**config.mk**
```make
export PLATFORM = sky130hd
export DESIGN_NAME = wiper_tap_sel
export DESIGN_NICKNAME = d
export VERILOG_FILES = /design/src/rtl/wiper_pkg.sv /design/src/rtl/tap_clamp.sv /design/src/rtl/tap_decode.sv /design/src/rtl/tap_seq.sv /design/src/rtl/wiper_tap_sel.sv
export SDC_FILE = /design/constraint.sdc
export NUM_CORES = 1
export LEC_CHECK = 0
export CAP_MARGIN = 20
export CORE_MARGIN = 2
export CORE_UTILIZATION = 40
export DETAILED_ROUTE_END_ITERATION = 16
export GPL_TIMING_DRIVEN = 0
export PLACE_DENSITY = 0.74
export SETUP_SLACK_MARGIN = 0.1
export SYNTH_ARGS = -nofsm -noshare
export SYNTH_HDL_FRONTEND = slang
export SYNTH_HIERARCHICAL = 1
export SYNTH_SLANG_ARGS = --single-unit
```
**constraint.sdc**
```tcl
create_clock -name clk -period 2.5 [get_ports clk]
set_input_delay 0.25 -clock clk [delete_from_list [all_inputs] [get_ports clk]]
set_output_delay 0.25 -clock clk [all_outputs]
set_load 0.005 [all_outputs]
```
**src/rtl/wiper_pkg.sv**
```systemverilog
// Package: shared types for the wiper tap selector.
// Assumes: nothing beyond the two-phase sequencing it names.
package wiper_pkg;

    // Sequencer phase: steady single tap, or two taps overlapping.
    typedef enum logic {
        ST_HOLD    = 1'b0,
        ST_OVERLAP = 1'b1
    } wstate_e;

endpackage

```
**src/rtl/tap_clamp.sv**
```systemverilog
// Module: tap_clamp
// Maps a requested code to a tap index. Codes above the top tap saturate
// at the top tap instead of wrapping.
// Assumes: IDX_W is wide enough to hold NUM_TAPS-1.
module tap_clamp #(
    parameter int NUM_TAPS = 256,
    parameter int CODE_W   = 8,
    parameter int IDX_W    = 8
) (
    input  logic [CODE_W-1:0] code_i,
    output logic [IDX_W-1:0]  idx_o
);
    localparam int              TOP_INT  = NUM_TAPS - 1;
    localparam logic [CODE_W:0] TOP_CODE = (CODE_W+1)'(TOP_INT);
    localparam logic [IDX_W-1:0] TOP_IDX = IDX_W'(TOP_INT);

    // Saturating conversion from code to index.
    always_comb begin
        if ({1'b0, code_i} > TOP_CODE) begin
            idx_o = TOP_IDX;
        end else begin
            idx_o = IDX_W'(code_i);
        end
    end
endmodule

```
**src/rtl/tap_decode.sv**
```systemverilog
// Module: tap_decode
// Decodes a tap index into a one-hot vector, gated by an enable input.
// Assumes: the index is never above NUM_TAPS-1 (the clamp guarantees this).
module tap_decode #(
    parameter int NUM_TAPS = 256,
    parameter int IDX_W    = 8
) (
    input  logic [IDX_W-1:0]    idx_i,
    input  logic                en_i,
    output logic [NUM_TAPS-1:0] onehot_o
);
    // One comparator per tap switch.
    for (genvar g = 0; g < NUM_TAPS; g++) begin : g_tap
        assign onehot_o[g] = en_i && (idx_i == IDX_W'(g));
    end
endmodule

```
**src/rtl/tap_seq.sv**
```systemverilog
// Module: tap_seq
// Make-before-break sequencer. It holds the current tap. On a new target
// it enters an overlap of OVERLAP_CYC cycles, then hands over to the
// target. A load during the overlap is held and applied after it.
// Assumes: OVERLAP_CYC >= 1; req_idx_i has already been clamped.
module tap_seq
    import wiper_pkg::*;
#(
    parameter int NUM_TAPS    = 256,
    parameter int IDX_W       = 8,
    parameter int OVERLAP_CYC = 1
) (
    input  logic             clk,
    input  logic             rst_n,
    input  logic             load_i,
    input  logic [IDX_W-1:0] req_idx_i,
    output logic [IDX_W-1:0] cur_idx_o,
    output logic [IDX_W-1:0] nxt_idx_o,
    output logic             busy_o
);
    localparam int CNT_W = (OVERLAP_CYC > 1) ? $clog2(OVERLAP_CYC + 1) : 1;
    localparam logic [CNT_W-1:0] CNT_LAST = CNT_W'(OVERLAP_CYC - 1);

    wstate_e          state_q;
    logic [IDX_W-1:0] cur_q, nxt_q, pend_q;
    logic             pend_v_q;
    logic [CNT_W-1:0] cnt_q;

    logic             take_v;
    logic [IDX_W-1:0] take_idx;
    logic             start;
    logic             done;

    // Choose the target: a fresh load wins over a held one.
    always_comb begin
        take_v   = load_i || pend_v_q;
        take_idx = load_i ? req_idx_i : pend_q;
        start    = (state_q == ST_HOLD) && take_v && (take_idx != cur_q);
        done     = (state_q == ST_OVERLAP) && (cnt_q == CNT_LAST);
    end

    // Phase, tap registers, overlap counter and held request.
    always_ff @(posedge clk) begin
        if (!rst_n) begin
            state_q  <= ST_HOLD;
            cur_q    <= '0;
            nxt_q    <= '0;
            pend_q   <= '0;
            pend_v_q <= 1'b0;
            cnt_q    <= '0;
        end else begin
            case (state_q)
                ST_HOLD: begin
                    pend_v_q <= 1'b0;
                    if (start) begin
                        nxt_q   <= take_idx;
                        cnt_q   <= '0;
                        state_q <= ST_OVERLAP;
                    end
                end
                default: begin
                    if (load_i) begin
                        pend_q   <= req_idx_i;
                        pend_v_q <= 1'b1;
                    end
                    cnt_q <= cnt_q + 1'b1;
                    if (done) begin
                        cur_q   <= nxt_q;
                        state_q <= ST_HOLD;
                    end
                end
            endcase
        end
    end

    assign cur_idx_o = cur_q;
    assign nxt_idx_o = nxt_q;
    assign busy_o    = (state_q == ST_OVERLAP);


    overlap_len_chk: assert property (@(posedge clk) disable iff (!rst_n)
        busy_o |-> (int'(cnt_q) < OVERLAP_CYC));


    target_range_chk: assert property (@(posedge clk) disable iff (!rst_n)
        busy_o |-> (int'(nxt_q) <= NUM_TAPS - 1));


    same_tap_chk: assert property (@(posedge clk) disable iff (!rst_n)
        (!busy_o && load_i && (req_idx_i == cur_q)) |=> !busy_o);


    held_load_chk: assert property (@(posedge clk) disable iff (!rst_n)
        (busy_o && load_i) |=> (pend_v_q && pend_q == $past(req_idx_i)));
endmodule

```
**src/rtl/wiper_tap_sel.sv**
```systemverilog
// Module: wiper_tap_sel (top)
// Drives tap switch enables from a wiper position code. A tap change uses
// a make-before-break order; out-of-range codes saturate at the top tap.
// Assumes: NUM_TAPS >= 2, OVERLAP_CYC >= 1, enables are active high.
module wiper_tap_sel #(
    parameter int NUM_TAPS    = 256,
    parameter int CODE_W      = 8,
    parameter int OVERLAP_CYC = 1
) (
    input  logic                clk,
    input  logic                rst_n,
    input  logic                load_i,
    input  logic [CODE_W-1:0]   code_i,
    output logic [NUM_TAPS-1:0] tap_en_o,
    output logic                busy_o
);
    localparam int IDX_W = (NUM_TAPS > 1) ? $clog2(NUM_TAPS) : 1;

    logic [IDX_W-1:0]    req_idx;
    logic [IDX_W-1:0]    cur_idx;
    logic [IDX_W-1:0]    nxt_idx;
    logic                busy;
    logic [NUM_TAPS-1:0] cur_hot;
    logic [NUM_TAPS-1:0] nxt_hot;

    tap_clamp #(.NUM_TAPS(NUM_TAPS), .CODE_W(CODE_W), .IDX_W(IDX_W)) u_clamp (
        .code_i (code_i),
        .idx_o  (req_idx)
    );

    tap_seq #(.NUM_TAPS(NUM_TAPS), .IDX_W(IDX_W), .OVERLAP_CYC(OVERLAP_CYC)) u_seq (
        .clk       (clk),
        .rst_n     (rst_n),
        .load_i    (load_i),
        .req_idx_i (req_idx),
        .cur_idx_o (cur_idx),
        .nxt_idx_o (nxt_idx),
        .busy_o    (busy)
    );

    tap_decode #(.NUM_TAPS(NUM_TAPS), .IDX_W(IDX_W)) u_dec_cur (
        .idx_i    (cur_idx),
        .en_i     (1'b1),
        .onehot_o (cur_hot)
    );

    tap_decode #(.NUM_TAPS(NUM_TAPS), .IDX_W(IDX_W)) u_dec_nxt (
        .idx_i    (nxt_idx),
        .en_i     (busy),
        .onehot_o (nxt_hot)
    );

    // Merge the held tap with the incoming tap during an overlap.
    always_comb begin
        tap_en_o = cur_hot | nxt_hot;
        busy_o   = busy;
    end


    idle_onehot_chk: assert property (@(posedge clk) disable iff (!rst_n)
        !busy_o |-> ($countones(tap_en_o) == 1));


    overlap_pair_chk: assert property (@(posedge clk) disable iff (!rst_n)
        busy_o |-> ($countones(tap_en_o) == 2));


    break_late_chk: assert property (@(posedge clk) disable iff (!rst_n)
        (|($past(tap_en_o) & ~tap_en_o)) |-> ($past(busy_o) && !busy_o));


    make_early_chk: assert property (@(posedge clk) disable iff (!rst_n)
        (|(tap_en_o & ~$past(tap_en_o))) |-> busy_o);


    saturate_chk: assert property (@(posedge clk) disable iff (!rst_n)
        (!busy_o && load_i && ({1'b0, code_i} > (CODE_W+1)'(NUM_TAPS - 1)))
        |=> tap_en_o[NUM_TAPS-1]);
endmodule

```
==> flow_summary_export.csv <==
group,metric,value,unit
timing,layout_setup_ws,25.5,ps
pwr,clkPwrFrac,0.210,
cells_and_area,n_antenna_cell,0,
floorplanning,initial_core_util,0.409,
critical_path,critPathLaunchType,"flop",
synth,avgSynthCellArea,6.22,sq um
global_route,met1_usage,0.459,
critical_path,reg2reg_slack,800,ps
synth,synth_top_area_share,0.322,
pwr,power.internal,1.01,mW
pwr,peakVddDrop,0.230,mV
cells_and_area,ff_latch_area,594,sq um
global_route,grt_max_degree,16,
place,pre_cts_slack,-289,ps
timing,setup_viol,0,
synth,syn_area,7080,sq um
cells_and_area,drive_above_1_share,0.303,
synth,ys_ff_latch,27,
place,dp_hpwl,23.5,mm
cts,clock_sinks,27,
cts,clk_pin_slew,70,ps
pwr,p_comb_frac,0.518,
cells_and_area,syn_to_final_growth,70.3,%
synth,synth_top_cell_by_area,"nor3_1",
global_route,gr-usage-met3,0.0500,
route,wl,37.2,mm
flow_run,maxCapViolCount,0,
pwr,power_switching,0.800,mW
critical_path,cp_max_fo,10,
global_route,grt_pass1_wl,51.7,mm
route,ant_nets,0,
cells_and_area,final_net_count,1480,
cts,clock_tree.buffer_depth,2,
timing,min_period,2470,ps
global_route,gr-usage-met2,0.545,
outcome,status,"finished, final reports clean",
synth,yosysSeqAreaShare,0.0763,
timing,rsz0062_at_grt,"yes",
floorplanning,num_io_pins,268,
cells_and_area,layout_commonest_cell,"nor3_1",
global_route,grt_overflow,0,
global_route,grt_pass1_vias,9353,
timing,finClkSkew,5.91,ps
critical_path,crit_path_end_kind,"primary output",
cts,htreeDepth,1,
route,routedWlPerCell,22.0,um
timing,finalHoldViolCount,0,
timing,relSlewSlack,0.513,
floorplanning,num_rows,48,
cts,cts-buffers-inserted,3,
global_route,grt_use_total,0.345,
floorplanning,core_area,17300,sq um
timing,fin_crit_sh,0.990,
timing,fmax,404,MHz
hold_path,min_path_type,"primary input to flop",
cts,clock_latency,270,ps
synth,synthCells,1139,
cts,clock-root-buffer,"clkbuf_16",
critical_path,cp.arrival,2220,ps
critical_path,critPathRequiredTime,2250,ps
pwr,leakage,5.89,nW
cts,cts_tree,"done",
cells_and_area,fill_cells,1435,
pwr,seqPwrFrac,0.272,
synth,synth_area_leaders,"nor3_1 32%, or2_1 23%, nor4_2 9.2%",
place,port_buffers,258,
critical_path,critPathKind,"flop to primary output",
global_route,top_usage_layer,"met2",
cts,ctsHoldBuffers,0,
route,drtPass1Iterations,8,
pwr,pwr_density_cell,150,nW/um^2
timing,worstMarginPinSlew,731,ps
route,num_vias,10700,
global_route,antenna_found_initial,0,
route,viasPerCell,6.30,
pwr,swShare,0.442,
cells_and_area,multi_input_area,6410,sq um
timing,fin_hold_ws,353,ps
floorplanning,die_h,137,um
floorplanning,fp.dieArea,18800,sq um
synth,ys_types,33,
place,gp_congestion,0.914,
route,drt_iter0_markers,1338,
route,drc,0,
floorplanning,die_x,137,um
cells_and_area,layout_common_cells,"364 x nor3_1, 256 x or2_1, 112 x buf_4",
synth,ys_warn_count,6,
timing,slew_viol_final,0,
-- path summary, 6_finish.rpt --
kind,startpoint,end,cells after the start
max,u_seq/nxt_idx_o[3],tap_en_o[209],5
min,load_i,u_seq/pend_v_q,3
max reg2reg,u_seq/cur_idx_o[4],u_seq/nxt_idx_o[4],7
min reg2reg,u_seq/pend_q[6],u_seq/pend_q[6],1
-- power by group through the flow --
stage          logic [mW]  registers, mW  clock network, mW
6_report            0.938          0.493              0.379
5_1_grt             0.959          0.494              0.398
4_1_cts             0.778          0.487              0.371
3_5_place_dp        0.646          0.508                  0
3_3_place_gp        0.639          0.506                  0
2_1_floorplan       0.461          0.493                  0
-- Yosys cell counts (all sizes together) --
cell type / n
nor3: 456
or2: 262
clkbuf: 99
buf: 92
nor4: 58
nand2: 38
dfxtp: 27
nand2b: 19
mux2i: 16
nand4bb: 12
a21boi: 9
nand4b: 8
o211a: 8
xnor2: 8
or4b: 6
nand3b: 4
or3b: 4
nand3: 2
nand4: 2
nor2: 2
or4: 2
a211o: 1
and3: 1
conb: 1
nor2b: 1
xor2: 1
-- per-stage QoR --
step                TNS [ps]  power, mW  std cells   util  cell area (sq um)
floorplan                  0      0.954       1143      -               7100
global placement      -37160       1.14       1626  0.576               9960
detailed placement    -40120       1.15       1626  0.576               9960
CTS                    -20.0       1.64       1671  0.630              10900
global route           -22.6       1.85       1693  0.697              12100
finish                     0       1.81       1693  0.697              12100
-- flip-flops by register name, summed over array words and instances, names as in the netlist --
register,count
u_seq/pend_q,8
u_seq/cur_idx_o,8
u_seq/pend_v_q,1
u_seq/nxt_idx_o,8
u_seq/busy_o,1
u_seq/cnt_q,1
-- routing by layer --
| layer | wire, um | vias to the layer above | share of wire |
|---|---|---|---|
| met5 | 0 | - | 0 |
| met4 | 2020 | 0 | 0.054 |
| met3 | 4040 | 183 | 0.11 |
| met2 | 16900 | 877 | 0.45 |
| met1 | 14200 | 4985 | 0.38 |
| li1 | - | 4614 | - |
-- area by class of cell --
class | count | area share
Tap cell | 225 | 0.0233
Clock inverter | 1 | 0.000415
Timing Repair Buffer | 323 | 0.258
Buffer | 189 | 0.131
Sequential cell | 27 | 0.0493
Multi-Input combinational cell | 925 | 0.532
Clock buffer | 3 | 0.00623
-- worst max-delay path, cell delays in order (launching register included) --
cell and delay (ps):
dfxtp_4 370, or3b_4 430, clkbuf_8 190, nor3_1 260, or2_1 190, clkdlybuf4s50_1 520
-- cells by family after synthesis --
| group | Yosys count | synth area share |
|---|---|---|
| flops | 27 | 0.0763 |
| mux | 16 | 0.0247 |
| simple gates | 877 | 0.743 |
| compound gates | 18 | 0.0221 |
| other cells | 1 | 0.000530 |
| buf+inv | 191 | 0.122 |
| xor+xnor | 9 | 0.0111 |
-- timing repair --
action | 4_1_cts | 5_1_grt
buffers inserted | 43 | 21
pin swaps | 83 | 72
endpoints found under the hold margin | 0 | 0
gates resized for setup | 375 | 364
gates cloned | 0 | 1
endpoints found under the setup margin | 256 | 199
(Power assumes the default switching activity.)
